## src/rtl/gpio_pkg.sv

```systemverilog
// Shared constants for the pin I/O controller: register offsets and bus widths.
// Assumes a byte-addressed, word-aligned register port.
package gpio_pkg;
    localparam int ADDR_W = 8;
    localparam int DATA_W = 32;

    localparam logic [ADDR_W-1:0] OFS_DOUT   = 8'h00;
    localparam logic [ADDR_W-1:0] OFS_DIN    = 8'h04;
    localparam logic [ADDR_W-1:0] OFS_OE     = 8'h08;
    localparam logic [ADDR_W-1:0] OFS_SET    = 8'h10;
    localparam logic [ADDR_W-1:0] OFS_CLR    = 8'h14;
    localparam logic [ADDR_W-1:0] OFS_IEN    = 8'h20;
    localparam logic [ADDR_W-1:0] OFS_IRAW   = 8'h24;
    localparam logic [ADDR_W-1:0] OFS_IMSK_S = 8'h28;
    localparam logic [ADDR_W-1:0] OFS_IMASK  = 8'h2C;
    localparam logic [ADDR_W-1:0] OFS_ICLR   = 8'h30;
    localparam logic [ADDR_W-1:0] OFS_TRIG   = 8'h34;
    localparam logic [ADDR_W-1:0] OFS_BOTH   = 8'h38;
    localparam logic [ADDR_W-1:0] OFS_POL    = 8'h3C;
    localparam logic [ADDR_W-1:0] OFS_FILT   = 8'h40;
    localparam logic [ADDR_W-1:0] OFS_PSCL   = 8'h44;
endpackage

```

## src/rtl/gpio_sync.sv

```systemverilog
// Multi-stage synchronizer for a bank of asynchronous inputs.
// Assumes each bit is independent; no bus coherence is implied.
module gpio_sync #(
    parameter int W      = 32,
    parameter int STAGES = 2
) (
    input  logic         clk,
    input  logic         rst_n,
    input  logic [W-1:0] d,
    output logic [W-1:0] q
);
    logic [W-1:0] stage_q [STAGES];

    // Shift the inputs through the flop chain.
    always_ff @(posedge clk) begin
        if (!rst_n) begin
            for (int i = 0; i < STAGES; i++) stage_q[i] <= '0;
        end else begin
            stage_q[0] <= d;
            for (int i = 1; i < STAGES; i++) stage_q[i] <= stage_q[i-1];
        end
    end

    assign q = stage_q[STAGES-1];
endmodule

```

## src/rtl/gpio_filter.sv

```systemverilog
// Per-pin glitch filter with a shared prescale. A pin's filtered value
// follows the input only after the input has differed from it for PSCL
// consecutive cycles. With the filter on and PSCL zero, the value is frozen.
// Assumes synchronized inputs.
module gpio_filter #(
    parameter int W    = 32,
    parameter int PS_W = 16
) (
    input  logic            clk,
    input  logic            rst_n,
    input  logic [W-1:0]    din,
    input  logic [W-1:0]    en,
    input  logic [PS_W-1:0] pscl,
    output logic [W-1:0]    dout
);
    localparam logic [PS_W-1:0] ONE = PS_W'(1);
    logic pscl_zero;
    assign pscl_zero = (pscl == '0);

    for (genvar g = 0; g < W; g++) begin : g_pin
        logic [PS_W-1:0] cnt_q;
        logic            filt_q;

        // Count cycles of disagreement and accept the input once the period is reached.
        always_ff @(posedge clk) begin
            if (!rst_n) begin
                cnt_q  <= '0;
                filt_q <= 1'b0;
            end else if (!en[g]) begin
                cnt_q  <= '0;
                filt_q <= din[g];
            end else if (pscl_zero || din[g] == filt_q) begin
                cnt_q  <= '0;
            end else if (cnt_q == pscl - ONE) begin
                cnt_q  <= '0;
                filt_q <= din[g];
            end else begin
                cnt_q  <= cnt_q + ONE;
            end
        end

        assign dout[g] = en[g] ? filt_q : din[g];
    end
endmodule

```

## src/rtl/gpio_irq_detect.sv

```systemverilog
// Per-pin interrupt detection. Edge events latch until cleared; level
// events are combinational from the pin. A gate input blocks all events.
// Assumes the level input is already synchronized and filtered.
module gpio_irq_detect #(
    parameter int W = 32
) (
    input  logic         clk,
    input  logic         rst_n,
    input  logic [W-1:0] level,
    input  logic [W-1:0] trig_lvl,
    input  logic [W-1:0] both,
    input  logic [W-1:0] pol_low,
    input  logic [W-1:0] gate,
    input  logic         clr_wr,
    input  logic [W-1:0] clr_bits,
    output logic [W-1:0] raw
);
    logic [W-1:0] prev_q;
    logic [W-1:0] edge_q;
    logic [W-1:0] rise, fall, edge_hit, lvl_hit, clr_vec;

    assign rise     = level & ~prev_q;
    assign fall     = ~level & prev_q;
    assign edge_hit = (both & (rise | fall)) | (~both & ((pol_low & fall) | (~pol_low & rise)));
    assign lvl_hit  = (level ^ pol_low) & gate;
    assign clr_vec  = clr_wr ? clr_bits : '0;

    // Remember the previous pin value for edge detection.
    always_ff @(posedge clk) begin
        if (!rst_n) prev_q <= '0;
        else        prev_q <= level;
    end

    // Latch edge events; a clear drops bits, a new event in the same cycle wins.
    always_ff @(posedge clk) begin
        if (!rst_n) edge_q <= '0;
        else        edge_q <= (edge_q & ~clr_vec) | (edge_hit & gate & ~trig_lvl);
    end

    assign raw = (trig_lvl & lvl_hit) | (~trig_lvl & edge_q);
endmodule

```

## src/rtl/gpio_irq_ctrl.sv

```systemverilog
// Top of the pin I/O controller: register file, output data path,
// synchronizer, glitch filter and interrupt detection.
// Assumes reads are combinational and writes are single-cycle strobes.
module gpio_irq_ctrl
    import gpio_pkg::*;
#(
    parameter int NPIN   = 32,
    parameter int PS_W   = 16,
    parameter int STAGES = 2
) (
    input  logic              clk,
    input  logic              rst_n,
    input  logic              reg_wr,
    input  logic [ADDR_W-1:0] reg_addr,
    input  logic [DATA_W-1:0] reg_wdata,
    output logic [DATA_W-1:0] reg_rdata,
    input  logic [NPIN-1:0]   pin_in,
    output logic [NPIN-1:0]   pin_out,
    output logic [NPIN-1:0]   pin_oe,
    output logic              irq
);
    logic [NPIN-1:0] dout_q, oe_q, int_en_q, int_mask_q, trig_q, both_q, pol_q, deb_en_q;
    logic [PS_W-1:0] prescale_q;
    logic [NPIN-1:0] wbits, pin_sync, pin_filt, gate, irq_raw, irq_msk;
    logic            clr_wr;

    assign wbits  = reg_wdata[NPIN-1:0];
    assign clr_wr = reg_wr && (reg_addr == OFS_ICLR);

    // Register writes, including the atomic set and clear of the output word.
    always_ff @(posedge clk) begin
        if (!rst_n) begin
            dout_q     <= '0;
            oe_q       <= '0;
            int_en_q   <= '0;
            int_mask_q <= '0;
            trig_q     <= '0;
            both_q     <= '0;
            pol_q      <= '0;
            deb_en_q   <= '0;
            prescale_q <= '0;
        end else if (reg_wr) begin
            case (reg_addr)
                OFS_DOUT:  dout_q     <= wbits;
                OFS_SET:   dout_q     <= dout_q | wbits;
                OFS_CLR:   dout_q     <= dout_q & ~wbits;
                OFS_OE:    oe_q       <= wbits;
                OFS_IEN:   int_en_q   <= wbits;
                OFS_IMASK: int_mask_q <= wbits;
                OFS_TRIG:  trig_q     <= wbits;
                OFS_BOTH:  both_q     <= wbits;
                OFS_POL:   pol_q      <= wbits;
                OFS_FILT:  deb_en_q   <= wbits;
                OFS_PSCL:  prescale_q <= reg_wdata[PS_W-1:0];
                default:   ;
            endcase
        end
    end

    gpio_sync #(.W(NPIN), .STAGES(STAGES)) u_sync (
        .clk   (clk),
        .rst_n (rst_n),
        .d     (pin_in),
        .q     (pin_sync)
    );

    gpio_filter #(.W(NPIN), .PS_W(PS_W)) u_filt (
        .clk   (clk),
        .rst_n (rst_n),
        .din   (pin_sync),
        .en    (deb_en_q),
        .pscl  (prescale_q),
        .dout  (pin_filt)
    );

    assign gate = ~(deb_en_q & {NPIN{prescale_q == '0}});

    gpio_irq_detect #(.W(NPIN)) u_det (
        .clk      (clk),
        .rst_n    (rst_n),
        .level    (pin_filt),
        .trig_lvl (trig_q),
        .both     (both_q),
        .pol_low  (pol_q),
        .gate     (gate),
        .clr_wr   (clr_wr),
        .clr_bits (wbits),
        .raw      (irq_raw)
    );

    assign irq_msk = irq_raw & int_en_q & ~int_mask_q;
    assign irq     = |irq_msk;
    assign pin_out = dout_q;
    assign pin_oe  = oe_q;

    // Read multiplexer; write-only and unused addresses return zero.
    always_comb begin
        reg_rdata = '0;
        case (reg_addr)
            OFS_DOUT:   reg_rdata = DATA_W'(dout_q);
            OFS_DIN:    reg_rdata = DATA_W'(pin_sync);
            OFS_OE:     reg_rdata = DATA_W'(oe_q);
            OFS_IEN:    reg_rdata = DATA_W'(int_en_q);
            OFS_IRAW:   reg_rdata = DATA_W'(irq_raw);
            OFS_IMSK_S: reg_rdata = DATA_W'(irq_msk);
            OFS_IMASK:  reg_rdata = DATA_W'(int_mask_q);
            OFS_TRIG:   reg_rdata = DATA_W'(trig_q);
            OFS_BOTH:   reg_rdata = DATA_W'(both_q);
            OFS_POL:    reg_rdata = DATA_W'(pol_q);
            OFS_FILT:   reg_rdata = DATA_W'(deb_en_q);
            OFS_PSCL:   reg_rdata = DATA_W'(prescale_q);
            default:    reg_rdata = '0;
        endcase
    end
endmodule

```

## config.mk

```make
export PLATFORM = sky130hd
export DESIGN_NAME = gpio_irq_ctrl
export DESIGN_NICKNAME = d
export VERILOG_FILES = /design/src/rtl/gpio_pkg.sv /design/src/rtl/gpio_sync.sv /design/src/rtl/gpio_filter.sv /design/src/rtl/gpio_irq_detect.sv /design/src/rtl/gpio_irq_ctrl.sv
export SDC_FILE = /design/constraint.sdc
export NUM_CORES = 2
export LEC_CHECK = 0
export BUFFER_PORTS_ARGS = -buffer_cell sky130_fd_sc_hd__buf_2
export CAP_MARGIN = 20
export CORE_MARGIN = 2
export CORE_UTILIZATION = 57
export DETAILED_ROUTE_END_ITERATION = 8
export PLACE_DENSITY = 0.73
export RECOVER_POWER = 50
export SETUP_SLACK_MARGIN = 0.1
export SLEW_MARGIN = 10
export SYNTH_ARGS = -nofsm -noshare
export SYNTH_HDL_FRONTEND = slang
export SYNTH_SLANG_ARGS = --single-unit
```

## constraint.sdc

```tcl
create_clock -name clk -period 4.25 [get_ports clk]
set_input_delay 0 -clock clk [delete_from_list [all_inputs] [get_ports clk]]
set_output_delay 0 -clock clk [all_outputs]
set_load 0.01 [all_outputs]
```

# After elaboration in Yosys (flattened, before gate mapping)
# Memory sizes are Yosys's and may differ from the RTL's.
# Index checks and enable logic that the tools add are counted.
[totals]
reg_bits = 880
in_bits = 75
elab_cells = 563
mem_count = 1
ram_bits = 64
out_inout_bits = 97
[mem_list]
columns = ["name", "depth", "width", "read_ports", "rd_clocked_by_memory_dff", "wr", "line", "rtl"]
rows = [
  ["u_sync.stage_q", 2, 32, 2, 0, 2, "gpio_sync.sv:12", "logic [W-1:0] stage_q [STAGES];"],
]
[classes]
eq_ne = 142
addsub = 33
reduce_logical = 110
bitwise_logic = 67
muxes = 135
[ops]
columns = ["op", "n"]
rows = [
  ["$add 16x1->16 const B", 32],
  ["$and 32x32->32", 16],
  ["$eq 16x16->1", 32],
  ["$pmux 32 s12", 1],
  ["$not 32->32", 9],
  ["$or 32x32->32", 6],
  ["$mux 1", 130],
  ["$reduce_or 4->1", 32],
  ["$mux 32", 3],
  ["$pmux 32 s3", 1],
  ["$reduce_and 2->1", 41],
  ["$eq 8x6->1 const B", 8],
  ["$ne 2x1->1 const B", 32],
  ["$ne 2x2->1 const B", 32],
  ["$not 1->1", 33],
  ["$eq 1x1->1", 32],
  ["$logic_or 1x1->1", 32],
  ["$reduce_or 32->1", 1],
  ["$xor 32x32->32", 1],
  ["$eq 8x5->1 const B", 2],
  ["$eq 8x7->1 const B", 2],
  ["$logic_not 16->1", 1],
  ["$sub 16x1->16 const B", 1],
  ["$eq 8x3->1 const B", 1],
  ["other kinds (5)", 6],
]

# Logic depth before layout (Yosys ltp)
[logic_depth]
depth_word = 10
ltp_mapped = 18
depth_no_buf = 9

# Cells and area by module
# A second synthesis with hierarchy kept.
[hier_totals]
cells_unflattened = 6449
area_unflattened_um2 = 55054.1
[by_module_without_submodules]
columns = ["mod", "area_each_um2", "cells_per_inst", "seq_area_each_um2", "n_inst"]
rows = [
  ["gpio_filter", 34528.1, 4002, 10890.4, 1],
  ["gpio_irq_ctrl", 13828.3, 1759, 5445.2, 1],
  ["gpio_irq_detect", 4665.7, 522, 1281.2, 1],
  ["gpio_sync", 2031.9, 166, 1281.2, 1],
]

# Worst setup path before layout
# No wires, ideal clock.
[synth_timing]
path_kind = "flip-flop to flip-flop"
startpoint = "reg prescale_q[0]"
endpoint = "reg u_filt.g_pin[8].cnt_q[9]"
arrival_time_ns = 4.214
setup_ns = 0.115
n_path_buf = 7
required_time_ns = 4.135
period_less_slack_ns = 4.329
setup_slack_ns = -0.079
path_stages_with_launch = 17
path_cell_list = "dfxtp_1 -> buf_2 -> buf_2 -> buf_2 -> buf_1 -> inv_1 -> ha_1 -> buf_2 -> or3b_1 -> buf_4 -> nor2_1 -> xnor2_2 -> xnor2_1 -> or4b_2 -> o31ai_4 -> buf_4 -> nor2_1"
[synth_via]
elab_chain_cells = 3
word_cells_on_any_way = 5
cone_classes = "1 x add/sub; 1 x eq/ne; 3 x reduce/logical"
[synth_lines]
columns = ["element", "line", "rtl"]
rows = [
  ["from (decl)", "gpio_irq_ctrl.sv:23", "logic [PS_W-1:0] prescale_q;"],
  ["from (signal assigned)", "gpio_irq_ctrl.sv:54", "OFS_PSCL: prescale_q <= reg_wdata[PS_W-1:0];"],
  ["$sub 16x1->16 or $logic_not 16->1 (tied branches)", "gpio_filter.sv:34, gpio_filter.sv:18", ""],
  ["$eq 16x16->1 or $logic_or 1x1->1 (tied branches)", "gpio_filter.sv:34, gpio_filter.sv:32", ""],
  ["$reduce_or 4->1 (no line) (*)", "n/a", ""],
  ["to (signal assigned)", "gpio_filter.sv:38", "cnt_q <= cnt_q + ONE;"],
  ["to (decl)", "gpio_filter.sv:21", "logic [PS_W-1:0] cnt_q;"],
]
# Mark *: on every way between the ends. The rest lies on a longest branch, timed or not.
# A chain may end at the register's enable or synchronous reset.

# Worst setup path in the final report
[layout_timing]
startpoint = "in reg_addr[2]"
endpoint = "reg deb_en_q[24]"
[layout_via]
elab_chain_cells = 2
[layout_lines]
columns = ["element", "line", "rtl"]
rows = [
  ["from (decl)", "gpio_irq_ctrl.sv:14", "input logic [ADDR_W-1:0] reg_addr,"],
  ["$eq 8x7->1", "gpio_irq_ctrl.sv:43", "case (reg_addr)"],
  ["$reduce_and 2->1 (no line)", "n/a", ""],
  ["to (signal assigned)", "gpio_irq_ctrl.sv:53", "OFS_FILT: deb_en_q <= wbits;"],
  ["to (decl)", "gpio_irq_ctrl.sv:22", "logic [NPIN-1:0] dout_q, oe_q, int_en_q, int_mask_q, trig_q, both_q, pol_q, deb_en_q;"],
]
# No other way between the ends.

==> results.md <==
* Endpoint class of the critical path: flip-flop
* CP Launch Type: input port
* Initial antenna violation count at 9
* RSZ-0062 raised after global routing: false
* Congestion Overflow GR at 0
* Share of layout cells above drive strength 1 at 9.40%
* Biggest register: u_filt.g_pin.cnt_q
* Met1 usage at 55.4%
* Crit path kind: in -> reg
* Maximum VDD drop at 0.380 mV
* Synth Warn # at 0
* Max FFs per register at 512
* Avg Cell Area, Syn at 8.37 um^2
* Pwr per Cell Area at 313 mW/mm^2
* Post-synth EDFFs at 0
* Drt drc at 0
* Biggest regs: u_filt.g_pin.cnt_q (512), u_sync.stage_q (64)
* # port buffers at 171
* Hold Crit Class: in -> reg
* CP Data Required Time at 4.85 ns
* Starting Density at 57.4%
* Pwr Total at 19.3 mW
* # fillers at 8,047
* Slew HR at -135%
* Total CTS buffers at 105
* Period utilisation layout at 97.9%
* Seq cells post-synth at 944
* Wire per inst at 26.8 um
* Primary FF master, synth: dfxtp_1
* MaxCap Viol Count at 16
* Clock transition at path regs at 0.07 ns
* CTS tree: built
* Final WL at 215 mm
* # clock sinks at 944
* Layout Area Growth over Synthesis at 13.3%
* Data arrival, critical path at 4.76 ns
* Clock latency on the worst-skew pair at 0.74 ns
* Final setup fails at 0
* Gr usage total at 42.6%
* Asr flop ratio synth at 0%
* Iter 0 DRT Violations at 7,435
* Clock H-tree levels at 3
* Die span in y at 313 um
* Least-Margin Pin Slew at 3.53 ns
* Failing checks: capacitance limit, slew limit
* Gpl congestion at 1.08
* Post-Syn Instances at 6,489
* Final hold viol count at 0
* Sequential share of the synthesized area at 34.8%
* Clock Skew at 0.0487 ns
* Root buffer cell: clkbuf_16
* Io pins at 172
* DP HPWL at 149 mm
* Static Leak at 21.4 nW
* Crit path max fanout at 32
* Vias in the first global route at 47,700
* First-pass detailed-route iteration total at 7
* Final Max Slew Viols at 640
* Synth unique cells at 105
* Vias at 51,800
* Syn Std Cell Area at 0.0543 mm^2
* Syn nets at 6,662
* Via-per-instance ratio at 6.46
* Status: finished, violations left
* # nets final at 6,836
* Final min period at 4.16 ns
* Met2 Use GR at 62.6%
* Largest net degree at the start of global routing at 107
* Core Area at 0.0947 mm^2
* Deepest clock path buffer count at 3
* Die W at 313 um
* Routed Antenna Nets at 0
* Fmax at 240 MHz
* Met3 usage at 11.9%
* Global-route wire length before repair at 314 mm
* Most Crowded Layer GR: met2
* Full die area at 0.0978 mm^2
* Setup TNS at 0 ns
* Rows at 113
[synthesized netlist by cell type, drive strengths merged (36+ instances only)]
library cell | number | area [um^2]
dfxtp | 944 | 18900
nand2 | 837 | 3140
nor2 | 642 | 2450
xnor2 | 469 | 4120
xor2 | 368 | 3220
clkbuf | 321 | 1210
nand3 | 290 | 1450
a21boi | 265 | 1990
inv | 215 | 807
nor2b | 178 | 1110
buf | 131 | 708
a22oi | 121 | 908
nor3 | 117 | 617
o21ai | 117 | 593
and3 | 115 | 719
nand4 | 109 | 682
and2 | 107 | 669
ha | 98 | 1230
xnor3 | 87 | 1960
a31oi | 83 | 519
a211oi | 81 | 608
mux2i | 71 | 711
nor4 | 71 | 551
a21oi | 65 | 325
o2111ai | 59 | 558
a221oi | 55 | 482
a22o | 36 | 315
[cells in the final DEF, fill, tap and decap left out, types with 71 or more instances in the layout]
cell,instances
a211oi_1,81
a21boi_0,265
a22oi_1,121
a31oi_1,76
and2_1,72
and3_1,115
buf_2,75
buf_4,235
clkbuf_1,124
clkbuf_16,106
dfxtp_1,932
dlygate4sd3_1,78
ha_1,96
inv_1,215
mux2i_1,71
nand2_1,837
nand3_1,290
nand4_1,109
nor2_1,617
nor2b_1,177
nor3_1,110
o21ai_0,110
xnor2_1,466
xnor3_1,87
xor2_1,368
[report_power, final]
group | internal (mW) | switching (mW) | total, mW
sequential | 8.91 | 0.0704 | 8.98
clock | 5.67 | 3.99 | 9.66
combinational | 0.276 | 0.377 | 0.653
[stage by stage]
stage / utilization (%) / hold slack [ns] / std cells / area [um^2] / setup slack, ns
global placement: 60.4 / 0.207 / 7733 / 57200 / 0.335
global route: 65.0 / 0.0427 / 8012 / 61600 / 0.0666
floorplan: - / 0.127 / 6489 / 54300 / 0.119
finish: 65.0 / 0.0266 / 8015 / 61600 / 0.0911
detailed placement: 60.4 / 0.209 / 7735 / 57200 / 0.267
CTS: 65.1 / 0.000395 / 8005 / 61700 / 0.162
[worst max-delay path, cell delays in order]
cell,delay (ns)
dlygate4sd3_1,0.53
clkbuf_1,0.15
nand2b_1,0.25
nor2_1,0.23
clkbuf_1,1.40
nand2_1,1.64
nand2_1,0.37
a21boi_0,0.15
[what timing repair did]
| action | in CTS | in global routing |
|---|---|---|
| hold buffers | 78 | 0 |
| resized for setup | 4 | 8 |
| endpoints found under the setup margin | 1 | 49 |
| gates cloned | 0 | 0 |
| pin swaps | 1 | 1 |
| setup buffers | 1 | 5 |
| endpoints found under the hold margin | 356 | 0 |
[kinds of logic (layout without fill, tap and decap cells)]
family	after synthesis	count (layout)	synth area share, %
compound gates	1154	1154	16.2
xor+xnor	925	925	17.2
fa+ha+maj	98	98	2.26
buf+inv	669	927	5.02
flops	944	944	34.8
mux	73	73	1.35
other cells	0	3	0
simple gates	2626	2626	23.2
[area by class of cell]
class	count	area (um^2)	share of cell area (%)
multi-input combinational	4876	32900	53.5
sequential	944	18900	30.7
timing repair buffer	519	3650	5.93
clock buffer	144	3030	4.91
tap	1265	1580	2.57
inverter	217	815	1.32
clock inverter	47	633	1.03
antenna	3	7.51	0.0122
[metal layers]
layer | up-vias | part of all wire, %
met3 | 868 | 14
met4 | 12 | 7.1
met1 | 24500 | 38
li1 | 22900 | -
met2 | 3572 | 42
met5 | - | 0.040
[path summary, 6_finish.rpt]
path	from	slack [ns]	cells past startpoint	endpoint
max	reg_addr[2]	0.09	8	deb_en_q[24]$_SDFFE_PN0P_
min	pin_in[26]	0.03	3	u_sync.stage_q[0][26]$_SDFF_PN0_
max reg2reg	prescale_q[1]$_SDFFE_PN0P_	0.14	11	u_filt.g_pin[22].cnt_q[15]$_SDFF_PP0_
min reg2reg	u_sync.stage_q[0][9]$_SDFF_PN0_	0.43	1	u_sync.stage_q[0][41]$_SDFF_PN0_
Note: power is estimated with default switching activity, not from simulation.
